==> src/rtl/pwr_seq_pkg.sv <==
package pwr_seq_pkg;
  typedef enum logic [2:0] {
    ST_OFF      = 3'd0,
    ST_WAIT_POR = 3'd1,
    ST_INIT     = 3'd2,
    ST_DETECT   = 3'd3,
    ST_PLL_WAIT = 3'd4,
    ST_HOLD     = 3'd5,
    ST_SOFT     = 3'd6,
    ST_FAULT    = 3'd7
  } seq_state_e;

  typedef enum logic [1:0] {
    HM_RUN = 2'b00,
    HM_LOW = 2'b01,
    HM_HIZ = 2'b10
  } hold_mode_e;
endpackage

==> src/rtl/pwr_seq_timer.sv <==
module pwr_seq_timer #(
  parameter int TW = 16
) (
  input  logic          clk_i,
  input  logic          rst_ni,
  input  logic          clr_i,
  input  logic [TW-1:0] limit_i,
  output logic          done_o
);
  logic [TW-1:0] cnt_q;

  always_ff @(posedge clk_i or negedge rst_ni) begin
    if (!rst_ni)    cnt_q <= '0;
    else if (clr_i) cnt_q <= '0;
    else            cnt_q <= cnt_q + TW'(1);
  end

  // last cycle of the interval
  assign done_o = (cnt_q == limit_i - TW'(1));
endmodule

==> src/rtl/pwr_seq_phase_det.sv <==
module pwr_seq_phase_det #(
  parameter int NPH = 4,
  parameter int CW  = $clog2(NPH + 1)
) (
  input  logic [NPH-1:0] pin_high_i,
  output logic           bad_o,
  output logic [CW-1:0]  cnt_o
);
  logic [NPH-1:0] run;

  assign run[0] = ~pin_high_i[0];
  for (genvar i = 1; i < NPH; i++) begin : g_run
    assign run[i] = run[i-1] & ~pin_high_i[i];
  end

  always_comb begin
    cnt_o = '0;
    for (int i = 0; i < NPH; i++) cnt_o = cnt_o + CW'(run[i]);
  end

  // first two phases are mandatory
  assign bad_o = pin_high_i[0] | pin_high_i[1];
endmodule

==> src/rtl/pwr_seq_out_dec.sv <==
module pwr_seq_out_dec
  import pwr_seq_pkg::*;
(
  input  seq_state_e state_i,
  input  logic       tri_sel_i,
  output hold_mode_e hold_mode_o,
  output logic       detect_o,
  output logic       clk_out_en_o,
  output logic       drv_en_o,
  output logic       ss_start_o,
  output logic       fault_o
);
  always_comb begin
    hold_mode_o  = tri_sel_i ? HM_HIZ : HM_LOW;
    detect_o     = 1'b0;
    clk_out_en_o = 1'b0;
    drv_en_o     = 1'b0;
    ss_start_o   = 1'b0;
    fault_o      = 1'b0;
    unique case (state_i)
      ST_DETECT: detect_o = 1'b1;
      ST_HOLD:   clk_out_en_o = 1'b1;
      ST_SOFT: begin
        hold_mode_o  = HM_RUN;
        clk_out_en_o = 1'b1;
        drv_en_o     = 1'b1;
        ss_start_o   = 1'b1;
      end
      ST_FAULT:  fault_o = 1'b1;
      default: ;
    endcase
  end
endmodule

==> src/rtl/pwr_seq_ctrl.sv <==
module pwr_seq_ctrl
  import pwr_seq_pkg::*;
#(
  parameter int NPH        = 4,
  parameter int INIT_CYC   = 8000,
  parameter int DET_CYC    = 3000,
  parameter int LOCK_TO_CYC = 100000,
  parameter int HOLD_CYC   = 64,
  parameter int CW         = $clog2(NPH + 1)
) (
  input  logic           clk_i,
  input  logic           rst_ni,
  input  logic           en_ok_i,
  input  logic           por_ok_i,
  input  logic [NPH-1:0] pin_high_i,
  input  logic           pll_lock_i,
  input  logic           tri_sel_i,
  input  logic           out_in_win_i,
  output logic [2:0]     state_o,
  output logic [CW-1:0]  phase_cnt_o,
  output logic [1:0]     hold_mode_o,
  output logic           detect_o,
  output logic           clk_out_en_o,
  output logic           drv_en_o,
  output logic           ss_start_o,
  output logic           pgood_o,
  output logic           fault_o
);
  localparam int MAX_A = (INIT_CYC > DET_CYC) ? INIT_CYC : DET_CYC;
  localparam int MAX_B = (LOCK_TO_CYC > HOLD_CYC) ? LOCK_TO_CYC : HOLD_CYC;
  localparam int MAXC  = (MAX_A > MAX_B) ? MAX_A : MAX_B;
  localparam int TW    = $clog2(MAXC + 1);
  localparam logic [TW-1:0] INIT_L = TW'(INIT_CYC);
  localparam logic [TW-1:0] DET_L  = TW'(DET_CYC);
  localparam logic [TW-1:0] LOCK_L = TW'(LOCK_TO_CYC);
  localparam logic [TW-1:0] HOLD_L = TW'(HOLD_CYC);

  seq_state_e    state_q, state_d;
  logic [TW-1:0] limit;
  logic          tmr_done, tmr_clr;
  logic          pin_bad;
  logic [CW-1:0] ph_cnt, phase_q;
  logic          pgood_q;
  hold_mode_e    hmode;

  pwr_seq_timer #(.TW(TW)) u_tmr (
    .clk_i   (clk_i),
    .rst_ni  (rst_ni),
    .clr_i   (tmr_clr),
    .limit_i (limit),
    .done_o  (tmr_done)
  );

  pwr_seq_phase_det #(.NPH(NPH), .CW(CW)) u_det (
    .pin_high_i (pin_high_i),
    .bad_o      (pin_bad),
    .cnt_o      (ph_cnt)
  );

  pwr_seq_out_dec u_dec (
    .state_i      (state_q),
    .tri_sel_i    (tri_sel_i),
    .hold_mode_o  (hmode),
    .detect_o     (detect_o),
    .clk_out_en_o (clk_out_en_o),
    .drv_en_o     (drv_en_o),
    .ss_start_o   (ss_start_o),
    .fault_o      (fault_o)
  );

  always_comb begin
    unique case (state_q)
      ST_INIT:     limit = INIT_L;
      ST_DETECT:   limit = DET_L;
      ST_PLL_WAIT: limit = LOCK_L;
      ST_HOLD:     limit = HOLD_L;
      default:     limit = '1;
    endcase
  end

  always_comb begin
    state_d = state_q;
    unique case (state_q)
      ST_OFF:      if (en_ok_i) state_d = ST_WAIT_POR;
      ST_WAIT_POR: begin
        if (!en_ok_i)      state_d = ST_OFF;
        else if (por_ok_i) state_d = ST_INIT;
      end
      ST_FAULT:    state_d = ST_FAULT;
      default: begin
        if (!en_ok_i || !por_ok_i) begin
          state_d = ST_OFF;
        end else begin
          unique case (state_q)
            ST_INIT:     if (tmr_done) state_d = ST_DETECT;
            ST_DETECT: begin
              if (pin_bad)       state_d = ST_FAULT;
              else if (tmr_done) state_d = ST_PLL_WAIT;
            end
            ST_PLL_WAIT: begin
              if (pll_lock_i)    state_d = ST_HOLD;
              else if (tmr_done) state_d = ST_FAULT;
            end
            ST_HOLD:     if (tmr_done) state_d = ST_SOFT;
            default: ;
          endcase
        end
      end
    endcase
  end

  assign tmr_clr = (state_d != state_q);

  always_ff @(posedge clk_i or negedge rst_ni) begin
    if (!rst_ni) begin
      state_q <= ST_OFF;
      phase_q <= '0;
      pgood_q <= 1'b0;
    end else begin
      state_q <= state_d;
      if (state_q == ST_DETECT && state_d == ST_PLL_WAIT) phase_q <= ph_cnt;
      pgood_q <= (state_d == ST_SOFT) && out_in_win_i;
    end
  end

  assign state_o     = state_q;
  assign phase_cnt_o = phase_q;
  assign hold_mode_o = hmode;
  assign pgood_o     = pgood_q;
endmodule

==> config.mk <==
export PLATFORM = sky130hd
export DESIGN_NAME = pwr_seq_ctrl
export DESIGN_NICKNAME = d
export VERILOG_FILES = /design/src/rtl/pwr_seq_pkg.sv /design/src/rtl/pwr_seq_timer.sv /design/src/rtl/pwr_seq_phase_det.sv /design/src/rtl/pwr_seq_out_dec.sv /design/src/rtl/pwr_seq_ctrl.sv
export SDC_FILE = /design/constraint.sdc
export NUM_CORES = 1
export LEC_CHECK = 0
export ABC_CLOCK_PERIOD_IN_PS = 3300
export BUFFER_PORTS_ARGS = -buffer_cell sky130_fd_sc_hd__buf_2
export CORE_MARGIN = 4
export CORE_UTILIZATION = 50
export CTS_CLUSTER_DIAMETER = 100
export CTS_CLUSTER_SIZE = 28
export DETAILED_ROUTE_END_ITERATION = 6
export PLACE_DENSITY = 0.7
export SYNTH_ARGS = -nofsm -noshare
export SYNTH_HDL_FRONTEND = slang
export SYNTH_SLANG_ARGS = --single-unit
==> constraint.sdc <==
create_clock -name clk_i -period 3.3 [get_ports clk_i]
set_input_delay 0.66 -clock clk_i [delete_from_list [all_inputs] [get_ports clk_i]]
set_output_delay 0.66 -clock clk_i [all_outputs]
set_load 0.02 [all_outputs]
==> metrics.md <==
| Metric | Value |
|---|---|
| CP max stage delay | 0.44 ns |
| Worst R2R Path Depth | 12 |
| Post-Syn Nets | 233 |
| Synth top area share | 31.3% |
| Final worst slack | -0.0556 ns |
| Hold_buf cts | 0 |
| Fin nets | between 200 and 300 |
| Synth Area in Compound Gates | 15.6% |
| Ys async rst share | 100% |
| Fin cells | 306 |
| Commonest cells in the netlist | dfrtp_1 (24), nand2_1 (22), nor2_1 (19), xor2_1 (13) |
| Initial antenna violation count | 0 |
| DR DRC count | 0 |
| CP Launch Type | flip-flop |
| Critical Path End | u_tmr.cnt_q[0] |
| Worst R2R Setup Slack | -0.06 ns |
| Arr. time, crit path | 3.50 ns |
| Post-synth EDFFs | 0 |
| Post-synthesis cell count | 218 |
| Starting DRT DRC Count | 124 |
| Violated checks | negative setup slack |
| Final Power | 0.000711 W |
| Worst r2r dst | u_tmr.cnt_q[0] |
| Die area | 4890 sq um |
| TritonCTS Buffers | 3 |
| Crit share post-route | 102% |
| Die height | 70.0 microns |
| Final Hold Vio Count | 0 |
| First-pass GRT wire length | slightly below 8000 microns |
| Syn-to-layout area delta | 34.1% |
| Filler Cells Inserted | 295 |
| Initial Util | between 50% and 60% |
| Worst Setup SP | state_o[1] |
| Slowest CP cell | dfrtp_2 |
| RSZ-0062 raised after global routing | yes |
| Max cap viols | 0 |
| Final min period | approximately 3.4 ns |
| Seq/Total Area, Yosys | 31.3% |
| CTS tree | done |
| Path type of the worst setup path | reg -> reg |
| Clk sinks | 24 |
| Number of diodes | 0 |
| Inst Count DP | 296 |
| Xor-xnor portion of the synthesized cell area | 9.13% |
| CP max FO | 8 |
| Outcome | finished, violations left |
| Peak VDD IR | 0.000189 V |
| Post-Syn Area | 1920 sq um |
| Pin count of the biggest net entering global routing | 25 |
| Final Max Tran Viols | 0 |
| CTS Buffer Depth | 2 |
| IO Pins | 25 |
| Post-synth top flop | dfrtp_1 |
| Clock-pin slew on the worst setup and hold paths | about 0.090 ns |
| Num rows | 22 |
| Synth cell types | 53 |
| Worst EP required | 3.45 ns |
| Critical R2R Launch | state_o[1] |
| Core area | 3690 sq um |
| Final setup vio count | 13 |
| Yosys warns | 0 |
| Post-Synth Simple-Gate Area | 32.0% |
| DR vias/cell | 5.84 |
| Total Neg Setup Slack | -0.484 ns |
| CP Cell Sequence | nand3b_1, nand2_1, ha_1, xor2_1, o21ai_1, nor4_2, or3b_4, or3_4, a21o_1, a221oi_4, clkbuf_16, nor4_4 |
| Main area contributors after synthesis | dfrtp_1 (31%), nor4_2 (6.5%), xor2_1 (5.9%) |
| FMAX | a little under 300 MHz |
| Area share of fa/ha/maj cells after synthesis | between 2 and 3% |
| Mux share of post-synthesis cell area | 3.39% |
| #FFs+latches synth | 24 |
| Leak | between 1 and 1.5 nW |
| Mean Syn Cell Area | 8.80 sq um |
| Average wire per standard cell | about 17 microns |
| Slew HR | 64.4% |
| # H-tree levels | 1 |
| GR Overflow Total | 0 |
| Most common cell in the netlist | dfrtp_1 |
| Gpl congestion | 0.895 |
| Worst setup EP type | flip-flop |
| Power Dens Cells | 276 nW/um^2 |
| Total number of vias | 1787 |
| Post-route ant nets | 0 |
| GRT Total Usage | between 10% and 20% |
| Clk root buf | clkbuf_8 |
| Yosys top cell by area | dfrtp_1 |
| Worst skew pair latency | 0.27 ns |
| DP Worst Slack | -0.223 ns |
| Actual slew at the worst max-slew pin | 0.534 ns |
| Die width | 70.0 microns |
| Max Clock Skew | around 0.0017 ns |
| HP Class | in -> async |
| Largest family of logic cells by synthesized area | simple AND/OR/NAND/NOR gates |
| Vias in the first global route | 1571 |
| Final HPWL DP | about 3400 microns |
| Final Routed Wirelength | 5200 microns |
| IO buf count | 24 |
| Detailed Routing Iterations Pass 1 | 4 |
| Layout cells sized above 1 | 37.2% |
sequential cells by signal, summed over array words and instances, names as in the netlist:
register and flops:
pgood_o 1, state_o 3, u_tmr.cnt_q 17, phase_cnt_o 3
layout make-up:
cell class | count | area, sq um | area share [%]
clock buffer | 4 | 55.1 | 2.14
multi-input combinational | 173 | 1440 | 55.9
timing repair buffer | 53 | 402 | 15.6
sequential | 24 | 604 | 23.5
inverter | 4 | 15.0 | 0.583
tap | 48 | 60.1 | 2.33
cell families (layout without fill, tap and decap cells):
family / Yosys count / in the layout
multiplexers: 6 / 6
AO/OA/AOI/OAI: 38 / 38
flip-flops: 24 / 24
XOR/XNOR: 20 / 20
adder cells (fa/ha/maj): 4 / 4
AND/OR/NAND/NOR: 105 / 105
buffers and inverters: 21 / 61
routing by layer:
layer / track usage (%) / part of all wire, % / up-vias
met5: 0 / 0 / -
li1: - / - / 864
met1: 28.6 / 45 / 875
met4: 3.83 / 1.4 / 0
met2: 30.2 / 49 / 41
met3: 2.30 / 4.0 / 7
report_power, final:
group	switching [W]	internal (W)	leakage, nW
Combinational	0.000111	0.0000821	0.652
Clock	0.0000995	0.000107	0.0288
Sequential	0.0000110	0.000301	0.327
cells in the final DEF (no fill, tap or decap), types with 4 or more instances in the layout:
| cell | n |
|---|---|
| nand2b_1 | 5 |
| xor2_1 | 13 |
| nor2_1 | 18 |
| dfrtp_1 | 21 |
| mux2_2 | 4 |
| nand2_1 | 20 |
| o21ai_0 | 4 |
| buf_4 | 24 |
| nand3_1 | 10 |
| inv_1 | 4 |
| nor2b_1 | 7 |
| nor4_4 | 15 |
| a21oi_1 | 8 |
| xnor2_1 | 7 |
| buf_2 | 24 |
| clkbuf_8 | 4 |
| nor3_1 | 6 |
worst max-delay path, delay by kind of cell, from the launching register on:
family	cells	cell delay, ns
AO/OA/AOI/OAI	3	0.73
XOR/XNOR	1	0.13
adder cells (fa/ha/maj)	1	0.23
buffers and inverters	1	0.28
flip-flops	1	0.44
AND/OR/NAND/NOR	6	1.40
how the worst min path moves through the flow:
stage | slack (ns) | cells after the start | startpoint | to
after floorplan | 0.36 | 0 | rst_ni | pgood_o
final | 0.35 | 1 | rst_ni | u_tmr.cnt_q[8]
after global placement | 0.49 | 1 | phase_cnt_o[0] | phase_cnt_o[0]
after detailed placement | 0.50 | 1 | phase_cnt_o[1] | phase_cnt_o[1]
after global routing | 0.40 | 1 | rst_ni | u_tmr.cnt_q[8]
after CTS | 0.38 | 1 | rst_ni | phase_cnt_o[0]
stage by stage:
step | hold slack [ns] | cell area (sq um) | util, %
2_1_floorplan | 0.364 | 1960 | -
3_3_place_gp | 0.488 | 2210 | 59.8
3_5_place_dp | 0.497 | 2210 | 59.8
4_1_cts | 0.379 | 2310 | 62.6
5_1_grt | 0.398 | 2570 | 69.8
6_report | 0.355 | 2570 | 69.8
repair_timing:
item | 4_1_cts | 5_1_grt
setup buffers | 2 | 2
endpoints found under the setup margin | 17 | 18
pin swaps | 3 | 27
resized for setup | 3 | 29
cloned | 0 | 2
Power figures use the tool's default switching activity.
